File: src/rtl/nmi_line_pkg.sv
// Shared trigger-mode type for the single-line interrupt controller.
// The encoding is chosen so that bit 0 means "edge" and bit 1 means
// "active high"; the detector decodes those two bits directly.
package nmi_line_pkg;

    typedef enum logic [1:0] {
        TRIG_LOW_LEVEL  = 2'd0,
        TRIG_FALL_EDGE  = 2'd1,
        TRIG_HIGH_LEVEL = 2'd2,
        TRIG_RISE_EDGE  = 2'd3
    } trig_e;

    // True when the mode detects transitions rather than levels.
    function automatic logic trig_is_edge(input trig_e m);
        return m[0];
    endfunction

    // True when the mode treats a high line as active.
    function automatic logic trig_is_high(input trig_e m);
        return m[1];
    endfunction

endpackage

File: src/rtl/nmi_sync.sv
// Multi-flop synchroniser for one asynchronous line.
// Assumes: the input is held for at least one clock period around each
// change; the reset value matches the line's idle level.
module nmi_sync #(
    parameter int   STAGES  = 2,
    parameter logic RST_VAL = 1'b1
) (
    input  logic clk,
    input  logic rst_n,
    input  logic async_in,
    output logic sync_out
);
    logic [STAGES-1:0] chain_q;

    generate
        for (genvar s = 0; s < STAGES; s++) begin : g_stage
            // Shift the line one flop further along the chain.
            always_ff @(posedge clk) begin
                if (!rst_n) begin
                    chain_q[s] <= RST_VAL;
                end else if (s == 0) begin
                    chain_q[s] <= async_in;
                end else begin
                    chain_q[s] <= chain_q[(s == 0) ? 0 : s-1];
                end
            end
        end
    endgenerate

    assign sync_out = chain_q[STAGES-1];
endmodule

File: src/rtl/nmi_detect.sv
// Event detector and pending flag.
// Level modes: pending tracks the active level every cycle.
// Edge modes: a matching edge sets pending; an acknowledge clears it unless
// a new edge arrives in the same cycle. A restart pulse reloads the edge
// history and masks detection for that cycle.
// Assumes: sample is already synchronous to clk.
module nmi_detect
    import nmi_line_pkg::*;
#(
    parameter logic RST_VAL = 1'b1
) (
    input  logic  clk,
    input  logic  rst_n,
    input  logic  sample,
    input  trig_e mode,
    input  logic  restart,
    input  logic  ack,
    output logic  pending
);
    logic hist_q;
    logic pend_q;
    logic active_lvl;
    logic edge_hit;

    // Decide whether the current sample is an event for the active mode.
    always_comb begin
        active_lvl = trig_is_high(mode) ? sample : ~sample;
        if (trig_is_high(mode)) begin
            edge_hit = sample & ~hist_q & ~restart;
        end else begin
            edge_hit = ~sample & hist_q & ~restart;
        end
    end

    // Keep the previous synchronised sample for edge comparison.
    always_ff @(posedge clk) begin
        if (!rst_n) begin
            hist_q <= RST_VAL;
        end else begin
            hist_q <= sample;
        end
    end

    // Update the pending flag according to the mode.
    always_ff @(posedge clk) begin
        if (!rst_n) begin
            pend_q <= 1'b0;
        end else if (trig_is_edge(mode)) begin
            pend_q <= edge_hit | (pend_q & ~ack);
        end else begin
            pend_q <= active_lvl;
        end
    end

    assign pending = pend_q;
endmodule

File: src/rtl/nmi_regs.sv
// Register port: trigger, status and gate registers at one of two layouts.
// Produces the acknowledge and restart pulses for the detector.
// Assumes: single-cycle writes; reads are combinational on the address.
module nmi_regs
    import nmi_line_pkg::*;
#(
    parameter bit ALT_LAYOUT = 1'b0,
    parameter int ADDR_W     = 8,
    parameter int DATA_W     = 32
) (
    input  logic              clk,
    input  logic              rst_n,
    input  logic [ADDR_W-1:0] addr,
    input  logic              we,
    input  logic [DATA_W-1:0] wdata,
    input  logic              pending,
    output trig_e             mode,
    output logic              enable,
    output logic              ack,
    output logic              restart,
    output logic [DATA_W-1:0] rdata
);
    localparam logic [ADDR_W-1:0] OFF_TRIG = ALT_LAYOUT ? ADDR_W'(8'h0C) : ADDR_W'(8'h00);
    localparam logic [ADDR_W-1:0] OFF_STAT = ALT_LAYOUT ? ADDR_W'(8'h10) : ADDR_W'(8'h04);
    localparam logic [ADDR_W-1:0] OFF_GATE = ALT_LAYOUT ? ADDR_W'(8'h40) : ADDR_W'(8'h08);

    trig_e mode_q;
    logic  en_q;
    logic  sel_trig, sel_stat, sel_gate;
    logic  trig_wr;

    // Decode the address and form the write pulses.
    always_comb begin
        sel_trig = (addr == OFF_TRIG);
        sel_stat = (addr == OFF_STAT);
        sel_gate = (addr == OFF_GATE);
        trig_wr  = we & sel_trig;
        ack      = we & sel_stat & wdata[0];
        restart  = trig_wr & (trig_e'(wdata[1:0]) != mode_q);
    end

    // Hold the trigger mode and the enable bit.
    always_ff @(posedge clk) begin
        if (!rst_n) begin
            mode_q <= TRIG_LOW_LEVEL;
            en_q   <= 1'b0;
        end else begin
            if (trig_wr) begin
                mode_q <= trig_e'(wdata[1:0]);
            end
            if (we && sel_gate) begin
                en_q <= wdata[0];
            end
        end
    end

    // Return the selected register, zero-extended.
    always_comb begin
        rdata = '0;
        if (sel_trig) begin
            rdata[1:0] = mode_q;
        end else if (sel_stat) begin
            rdata[0] = pending;
        end else if (sel_gate) begin
            rdata[0] = en_q;
        end
    end

    assign mode   = mode_q;
    assign enable = en_q;
endmodule

File: src/rtl/nmi_line_ctrl.sv
// Top of the single-line interrupt controller: synchroniser, detector,
// register port and the registered request output.
// Assumes: nmi_in idles high (the reset mode is low level).
module nmi_line_ctrl
    import nmi_line_pkg::*;
#(
    parameter bit ALT_LAYOUT  = 1'b0,
    parameter int ADDR_W      = 8,
    parameter int DATA_W      = 32,
    parameter int SYNC_STAGES = 2
) (
    input  logic              clk,
    input  logic              rst_n,
    input  logic              nmi_in,
    input  logic [ADDR_W-1:0] bus_addr,
    input  logic              bus_we,
    input  logic [DATA_W-1:0] bus_wdata,
    output logic [DATA_W-1:0] bus_rdata,
    output logic              irq_out
);
    localparam logic IDLE_LVL = 1'b1;

    logic  line_s;
    trig_e mode_q;
    logic  enable_q;
    logic  pending_q;
    logic  ack_pulse;
    logic  restart_pulse;
    logic  irq_q;

    nmi_sync #(.STAGES(SYNC_STAGES), .RST_VAL(IDLE_LVL)) u_sync (
        .clk(clk), .rst_n(rst_n), .async_in(nmi_in), .sync_out(line_s)
    );

    nmi_regs #(.ALT_LAYOUT(ALT_LAYOUT), .ADDR_W(ADDR_W), .DATA_W(DATA_W)) u_regs (
        .clk(clk), .rst_n(rst_n), .addr(bus_addr), .we(bus_we),
        .wdata(bus_wdata), .pending(pending_q), .mode(mode_q),
        .enable(enable_q), .ack(ack_pulse), .restart(restart_pulse),
        .rdata(bus_rdata)
    );

    nmi_detect #(.RST_VAL(IDLE_LVL)) u_det (
        .clk(clk), .rst_n(rst_n), .sample(line_s), .mode(mode_q),
        .restart(restart_pulse), .ack(ack_pulse), .pending(pending_q)
    );

    // Register the gated request toward the main interrupt controller.
    always_ff @(posedge clk) begin
        if (!rst_n) begin
            irq_q <= 1'b0;
        end else begin
            irq_q <= pending_q & enable_q;
        end
    end

    assign irq_out = irq_q;
endmodule

File: config.mk
export PLATFORM = sky130hd
export DESIGN_NAME = nmi_line_ctrl
export DESIGN_NICKNAME = d
export VERILOG_FILES = /design/src/rtl/nmi_line_pkg.sv /design/src/rtl/nmi_sync.sv /design/src/rtl/nmi_detect.sv /design/src/rtl/nmi_regs.sv /design/src/rtl/nmi_line_ctrl.sv
export SDC_FILE = /design/constraint.sdc
export NUM_CORES = 1
export LEC_CHECK = 0
export ABC_AREA = 1
export BUFFER_PORTS_ARGS = -buffer_cell sky130_fd_sc_hd__buf_2
export CAP_MARGIN = 0
export CORE_MARGIN = 5
export CORE_UTILIZATION = 25
export DETAILED_ROUTE_END_ITERATION = 8
export PLACE_DENSITY = 0.66
export REMOVE_ABC_BUFFERS = 1
export SYNTH_ARGS = -nofsm -noshare
export SYNTH_HDL_FRONTEND = slang
export SYNTH_SLANG_ARGS = --single-unit
File: constraint.sdc
create_clock -name clk -period 2.11 [get_ports clk]
set_input_delay 0.422 -clock clk [delete_from_list [all_inputs] [get_ports clk]]
set_output_delay 0.422 -clock clk [all_outputs]
set_load 0.01 [all_outputs]
==> results.json <==
{
  "outcome": "finished, final reports clean",
  "tns_ps": 0,
  "period_share_pct": 75.92,
  "setup_viol": 0,
  "n_fill_cell": 287,
  "die_x_um": 61.26,
  "ctsResizeCount": 0,
  "vias": 493,
  "wl_met1_um": 417,
  "dr.pass1.iters": 4,
  "post_cts_buffers": 0,
  "clk_pin_slew_worst_paths_ps": 50,
  "dieHeight_um": 61.26,
  "ctsHoldBuffers": 0,
  "skew_ps": 2.395,
  "mostFrequentLayoutCells": "conb_1, buf_2, nand2_1",
  "arrival_ps": 1180,
  "syn-mean-instance-area_um2": 6.988,
  "fin_crit_ps": 1602,
  "grt_pass1_wl_um": 1573,
  "track_usage_pct": 5.842,
  "end_kind": "primary output",
  "cp_slowest_cell": "nor2_2",
  "maxClockFrequency_mhz": 624.3,
  "r2r_slack_ps": 1190,
  "clock_path_buffers": 2,
  "p_leak_nw": 0.3636,
  "grt_max_degree": 6,
  "antenna_found_initial": 0,
  "rsz0062_at_grt": "false",
  "crit_type": "in2out",
  "timing.rr.start": "u_regs.mode[1]$_SDFFE_PN0P_",
  "crit_start": "bus_addr[7]",
  "grt_pass1_vias": 395,
  "worst_path_most_repeated_cell": "buf_2",
  "required_ps": 1690,
  "reg2reg_to": "u_det.pending$_SDFF_PN0_",
  "cts_made_buffers": 3,
  "port_buffers": 16,
  "worstHoldStart": "nmi_in",
  "cts_num_sinks": 8,
  "max_stage_delay_ps": 170,
  "yosysWarnings": 0,
  "final_common_cell": "conb_1",
  "die_area_um2": 3753,
  "worstHoldPathType": "in2reg",
  "cts_tree": "yes",
  "synth_area_um2": 656.9,
  "drc": 0,
  "seq_area_frac_synth_pct": 24.38,
  "via_per_inst": 3.472,
  "cts-root-buf": "clkbuf_4",
  "path_buf_inv": 2,
  "hold_depth": 2,
  "synthDistinctLibCells": 17,
  "detail-route-antenna-nets": 0,
  "slew_violations": 0,
  "ir_drop_uv": 152.7,
  "wl_met3_um": 150,
  "core_area_um2": 2500,
  "drv_cap": 0,
  "fin_util_pct": 27.23,
  "layout.nets": 158,
  "finalHoldViolCount": 0,
  "wl_met2_um": 545,
  "reg2reg_depth": 6,
  "drt-initial-drc-count": 11,
  "seq_area_um2": 160.2,
  "cts_max_level": 1,
  "cellPowerDensity_nw_per_um2": 482.8,
  "place_congestion": 0.7692,
  "multi_input_area_um2": 342.8,
  "clk_latency_ps": 250,
  "placementRows": 18,
  "crit_cells": 7,
  "whs_endpoint": "u_sync.chain_q[0]$_SDFF_PN1_",
  "dp_hpwl_um": 986.1,
  "crit_chain": "buf_2 -> nor2_1 -> nand2_2 -> nor2_2 -> nand2_1 -> nand3_1 -> buf_2",
  "io_pins": 77,
  "area_growth_pct": 3.619,
  "diodes": 0,
  "final_layout_size_suffix_gt1_share_pct": 26.79,
  "syn_inst": 94,
  "grt_overflow": 0,
  "wl_per_cell_um": 7.838,
  "dr.max_layer_used": "met3",
  "ys_ff_latch": 8,
  "cp-start-kind": "input port",
  "initial_core_util_pct": 26.28,
  "totalWireLength_um": 1113,
  "crit_fanout": 4,
  "crit_family": "simple AND/OR/NAND/NOR gates"
}
metrics by stage:
stage	setup slack, ps	area, um^2	hold WS (ps)	total power, mW	std cells
after floorplan	737.3	540.5	392.5	0.1971	93
after global placement	486.7	658.1	395.1	0.2153	139
after detailed placement	489.1	658.1	399.3	0.2154	139
after CTS	484.8	680.7	347.7	0.3342	142
after global routing	420.0	680.7	354.4	0.3483	142
final	508.1	680.7	357.1	0.3286	142
cells in the mapped netlist:
cell	instances	share of area, %
inv_1	10	5.7
nand3_2	2	3.0
o21ai_1	2	1.5
buf_4	30	34
a21oi_1	4	3.0
nand2_1	14	8.0
nor2_1	5	2.9
conb_1	1	0.57
dfxtp_1	8	24
or2_2	3	2.9
o21ai_0	2	1.5
a21oi_2	1	1.3
nor3_1	1	0.76
nor2_4	1	1.7
nand2_2	2	1.9
nor2_2	2	1.9
nand3_1	6	4.6
registers in the layout (all words and copies together), names as in the netlist:
signal / cells
u_regs.mode: 2
irq_out: 1
u_det.hist_q: 1
u_det.pending: 1
u_regs.enable: 1
u_sync.chain_q: 1
u_sync.sync_out: 1
layer usage:
layer | vias to the layer above | track usage, %
li1 | 266 | -
met1 | 202 | 7.161
met2 | 25 | 8.308
met3 | 0 | 1.258
met4 | 0 | 5.573
met5 | - | 0
cell type report:
class	count	area share, %
multi-input cells	75	50.37
flip-flops and latches	8	23.53
repair buffers	16	11.76
inverters	10	5.515
well taps	30	5.515
clock buffers	3	3.309
worst max path at each step:
stage                    to
6_report       bus_rdata[0]
2_1_floorplan  bus_rdata[0]
5_1_grt        bus_rdata[0]
4_1_cts        bus_rdata[0]
3_5_place_dp   bus_rdata[0]
3_3_place_gp   bus_rdata[0]
power breakdown:
group	switching, mW	leakage, nW	internal, mW
Sequential	0.00142	0.0651	0.154
Combinational	0.0427	0.285	0.0154
Clock	0.0500	0.0138	0.0650
Total	0.0941	0.364	0.235
worst reg2reg max path, stage by stage, from the launching register on:
cell,delay [ps]
dfxtp_1,360
inv_1,90
nand2_1,60
nand3_1,80
nand3_1,90
nand2_1,50
a21oi_1,130
cells by family after synthesis:
kind of cell / after synthesis / share of synthesized area, %
compound gates: 9 / 7.429
flops: 8 / 24.38
other cells: 1 / 0.5709
simple gates: 36 / 27.62
buf+inv: 40 / 40.00
No activity file was read; power rests on OpenSTA's default activity.
